--- src/rtl/trace_line_packer.sv ---
module trace_line_packer #(
  parameter int DEPTH = 64
) (
  input  logic                              clk,
  input  logic                              rst_n,
  input  logic                              clr,
  input  logic                              en,
  input  logic [1:0]                        mode,
  input  logic                              cpu_cof,
  input  logic [23:0]                       cpu_addr,
  input  logic [6:0]                        cpu_flags,
  input  logic                              cop_cof,
  input  logic [15:0]                       cop_addr,
  input  logic [6:0]                        cop_flags,
  input  logic                              acc_vld,
  input  logic                              acc_wr,
  input  logic                              acc_word,
  input  logic [23:0]                       acc_addr,
  input  logic [15:0]                       acc_data,
  output logic                              ram_we,
  output logic [$clog2(DEPTH)-1:0]          ram_addr,
  output logic [63:0]                       ram_wdata,
  output logic [$clog2(DEPTH):0]            entry_cnt,
  output logic                              wrapped
);
  localparam int AW = $clog2(DEPTH);
  localparam logic [AW:0]   ONE  = 1;
  localparam logic [AW:0]   TWO  = 2;
  localparam logic [AW-1:0] LAST = AW'(DEPTH - 1);

  logic [AW:0]  cnt;
  logic         half;
  logic [31:0]  held;
  logic         wr_now;
  logic [63:0]  line_n;
  logic [AW:0]  step;

  wire [31:0] cpu_slot  = {1'b1, cpu_flags, cpu_addr};
  wire [31:0] cop_slot  = {1'b1, cop_flags, 8'h00, cop_addr};
  wire [7:0]  acc_info  = {1'b1, acc_wr, acc_word, 5'b0};
  wire [15:0] acc_bytes = acc_word ? acc_data : {8'h00, acc_data[7:0]};
  wire [63:0] det_line  = {acc_info, acc_addr, acc_bytes, 16'h0000};
  wire [63:0] both_line = {cpu_cof ? cpu_slot : 32'h0, cop_cof ? cop_slot : 32'h0};

  wire        single = !mode[1];
  wire        s_cof  = mode[0] ? cop_cof : cpu_cof;
  wire [31:0] s_slot = mode[0] ? cop_slot : cpu_slot;
  wire        s_hit  = en && single && s_cof;
  wire [AW-1:0] line_idx = cnt[AW:1];

  always_comb begin
    wr_now = 1'b0;
    line_n = 64'h0;
    step   = '0;
    if (en) begin
      if (single) begin
        if (s_cof) begin
          step = ONE;
          if (half) begin
            wr_now = 1'b1;
            line_n = {s_slot, held};
          end
        end
      end else if (!mode[0]) begin
        if (cpu_cof || cop_cof) begin
          wr_now = 1'b1;
          line_n = both_line;
          step   = TWO;
        end
      end else if (acc_vld) begin
        wr_now = 1'b1;
        line_n = det_line;
        step   = TWO;
      end
    end else if (half) begin
      wr_now = 1'b1;
      line_n = {32'h0, held};
      step   = ONE;
    end
  end

  always_ff @(posedge clk or negedge rst_n) begin
    if (!rst_n) begin
      cnt       <= '0;
      half      <= 1'b0;
      held      <= 32'h0;
      ram_we    <= 1'b0;
      ram_addr  <= '0;
      ram_wdata <= 64'h0;
      wrapped   <= 1'b0;
    end else if (clr) begin
      cnt       <= '0;
      half      <= 1'b0;
      ram_we    <= 1'b0;
      ram_addr  <= '0;
      wrapped   <= 1'b0;
    end else begin
      cnt    <= cnt + step;
      ram_we <= wr_now;
      if (wr_now) begin
        ram_addr  <= line_idx;
        ram_wdata <= line_n;
        if (line_idx == LAST) wrapped <= 1'b1;
      end
      if (s_hit) begin
        half <= !half;
        if (!half) held <= s_slot;
      end else if (!en) begin
        half <= 1'b0;
      end
    end
  end

  assign entry_cnt = cnt;
endmodule

--- config.mk ---
export PLATFORM = sky130hd
export DESIGN_NAME = trace_line_packer
export DESIGN_NICKNAME = d
export VERILOG_FILES = /design/src/rtl/trace_line_packer.sv
export SDC_FILE = /design/constraint.sdc
export NUM_CORES = 1
export LEC_CHECK = 0
export BUFFER_PORTS_ARGS = -buffer_cell sky130_fd_sc_hd__buf_2
export CORE_MARGIN = 4
export CORE_UTILIZATION = 55
export DETAILED_ROUTE_END_ITERATION = 10
export PLACE_DENSITY = 0.86
export SKIP_CTS_REPAIR_TIMING = 1
export SYNTH_ARGS = -nofsm -noshare
export SYNTH_HDL_FRONTEND = slang
export SYNTH_SLANG_ARGS = --single-unit
--- constraint.sdc ---
create_clock -name clk -period 5.3 [get_ports clk]
set_input_delay 0.795 -clock clk [delete_from_list [all_inputs] [get_ports clk]]
set_output_delay 0.795 -clock clk [all_outputs]
set_load 0.02 [all_outputs]
==> flow_summary.json <==
{
  "status": "completed",
  "clock_latency_ps": 370,
  "synthAdderAreaFrac": 0.007944,
  "cts_sinks": 112,
  "die_area_um2": 12000,
  "final_cell_mix": "buf_2 (182), dfrtp_1 (112), nand2_1 (59)",
  "finClkSkew_ps": 14.91,
  "r2r_start": "half",
  "switching_share": 0.2983,
  "areaGrowthSynthToFinish_pct": 20.04,
  "routed_wl_um": 14710,
  "fillCellCount": 749,
  "critPathMostFrequentCell": "mux2_4",
  "grt_max_degree": 75,
  "ant_nets": 0,
  "cts_max_level": 3,
  "grt_use_met1": 0.3473,
  "leakage_uw": 0.003493,
  "synth_xor_area_frac": 0.009267,
  "layout-drive-gt1-share": 0.4049,
  "max_stage_delay_ps": 750,
  "power_density_nw_per_um2": 270.2,
  "via_per_inst": 5.815,
  "grt_usage": 0.2497,
  "drv_slew": 0,
  "drv_cap": 0,
  "coreArea_um2": 9910,
  "path_depth": 7,
  "hold_violations": 0,
  "final_cells": 790,
  "start_util": 0.5722,
  "antenna_found_initial": 0,
  "clockBufferDepth": 2,
  "met3_usage": 0.04110,
  "synth_area_per_cell_um2": 11.55,
  "setup_viol": 0,
  "synth-seq-cells": 112,
  "wl_per_cell_um": 18.62,
  "via_count": 4594,
  "num_antenna_cells": 0,
  "critPathTopFamily": "buffers and inverters",
  "max_freq_ghz": 0.2894,
  "crit_type": "input pin to register",
  "final_util": 0.6869,
  "p_int_uw": 1291,
  "dp.cells": 774,
  "numCtsBuffers": 9,
  "use_met2": 0.4093,
  "cts-root-buf": "clkbuf_8",
  "endpoint": "ram_wdata[55]",
  "die_w_um": 109.5,
  "fin_crit_sh": 0.6521,
  "cts_tree": "yes",
  "place_congestion": 0.8049,
  "switchingPower_uw": 548.7,
  "post-route-min-period_ps": 3456,
  "ir_drop_uv": 180.8,
  "finalSetupTns_ps": 0,
  "worst_pin_slew_ps": 1184,
  "p_seq_frac": 0.543,
  "grt_setup_unrepaired": "false",
  "reg2reg_slack_ps": 2590,
  "dr.pass1.iters": 6,
  "drtIter0Drc": 322,
  "reg2reg_depth": 6,
  "synth_edf_count": 0,
  "pre_cts_ws_ps": 1468,
  "synth_top_family_by_area": "compound AO/OA/AOI/OAI gates",
  "syn_nets": 599,
  "synth_compound_area_frac": 0.1763,
  "whs_path_depth": 2,
  "seq_area_frac_synth": 0.4943,
  "r2r_end": "ram_wdata[55]",
  "maxSlewHeadroom": 0.2087,
  "final_nets": 760,
  "final_common_cell": "buf_2",
  "grt_pass1_wl_um": 23230,
  "muxShareOfSynthArea": 0.1708,
  "syn-cell-area_um2": 5670,
  "path_cells": "buf_2, mux2_4, a21bo_1, buf_4, o21ba_4, buf_12, mux2_4",
  "critPathBufInv": 3,
  "synth_cells": 491,
  "crit_required_ps": 5550,
  "drc_errors": 0,
  "critPathLaunch": "mode[0]",
  "yosys.area_share.simple": 0.09753,
  "dp_hpwl_um": 10470,
  "num_rows": 36,
  "path_clk_slew_ps": 90,
  "grt_pass1_vias": 4546,
  "cp_max_fo": 51,
  "synth_cell_types": 41,
  "hp-class": "register to register",
  "power_frac_comb": 0.199,
  "end_kind": "register",
  "async_flop_share": 1.000,
  "setup_slack_ps": 1844,
  "die_h_um": 109.5,
  "cpMaxStageDelayCell": "o21ba_4",
  "crit_path_start_kind": "input pin",
  "crit_arrival_ps": 3700,
  "grt.overflow.total": 0,
  "top_usage_layer": "met2",
  "port_buffers": 183,
  "design.portCount": 184,
  "pwr-share-clk": 0.258,
  "ys.flop_type": "dfrtp_1",
  "yosys_warnings": 0
}
-- per-stage QoR --
stage / power, µW / cell area [µm²] / hold slack [ps]
6_report: 1839 / 6807 / 490.3
5_1_grt: 1934 / 6807 / 502.0
4_1_cts: 1851 / 6807 / 492.8
3_5_place_dp: 1382 / 6625 / 469.2
3_3_place_gp: 1364 / 6625 / 457.0
2_1_floorplan: 1230 / 5670 / 435.2
-- kinds of logic (layout without fill, tap and decap cells) --
| group | Yosys count | after routing |
|---|---|---|
| buf+inv | 52 | 218 |
| mux | 71 | 71 |
| compound gates | 134 | 134 |
| xor+xnor | 6 | 6 |
| flops | 112 | 112 |
| simple gates | 113 | 113 |
| fa+ha+maj | 3 | 3 |
-- area by class of cell --
class / count / area [µm²] / share of cell area
Tap cell: 133 / 166.4 / 0.02445
Clock inverter: 6 / 43.79 / 0.006434
Sequential cell: 112 / 2803 / 0.4118
Multi-Input combinational cell: 327 / 2635 / 0.3871
Inverter: 14 / 52.55 / 0.007721
Timing Repair Buffer: 188 / 968.4 / 0.1423
Clock buffer: 10 / 137.6 / 0.02022
-- worst min-delay path: cells and delay by family, from the launching register on --
family | cells | cell delay (ps)
DFF | 1 | 350
AOI/OAI and AO/OA | 1 | 60
and+or+nand+nor | 1 | 50
-- cells in the mapped netlist, types with 7 or more instances --
cell / instances / area [µm²]
a21boi_0: 16 / 120.1
a222oi_1: 7 / 70.07
a22o_1: 30 / 262.8
a32oi_1: 10 / 87.58
clkbuf_1: 25 / 93.84
dfrtp_1: 112 / 2803
inv_1: 14 / 52.55
mux2_4: 51 / 765.7
mux2i_1: 18 / 180.2
nand2_1: 59 / 221.5
nand2b_1: 18 / 112.6
nor2b_1: 8 / 50.05
o21ai_0: 40 / 200.2
o221ai_1: 16 / 140.1
-- sequential cells by signal, indices dropped and copies added, names as in the netlist --
signal and count:
ram_wdata 64, held 32, entry_cnt 7, ram_addr 6
half 1, ram_we 1, wrapped 1
-- how the worst min path moves through the flow --
stage                  start       end  slack [ps]
floorplan           held[31]  held[31]         440
global placement    held[31]  held[31]         460
detailed placement  held[27]  held[27]         470
CTS                  held[4]   held[4]         490
global route         held[4]   held[4]         500
finish               held[4]   held[4]         490
-- power groups by stage --
stage / sequential (µW) / combinational [µW] / clock (µW)
6_report: 999 / 365 / 475
5_1_grt: 1010 / 402 / 521
4_1_cts: 998 / 368 / 485
3_5_place_dp: 1010 / 367 / 0
3_3_place_gp: 1010 / 353 / 0
2_1_floorplan: 1060 / 173 / 0
-- per-layer routing --
| layer | wire (µm) | vias up |
|---|---|---|
| li1 | - | 2111 |
| met3 | 911 | 19 |
| met2 | 7374 | 178 |
| met1 | 6204 | 2286 |
| met5 | 0 | - |
| met4 | 219 | 0 |
Power figures use the tool's default switching activity.
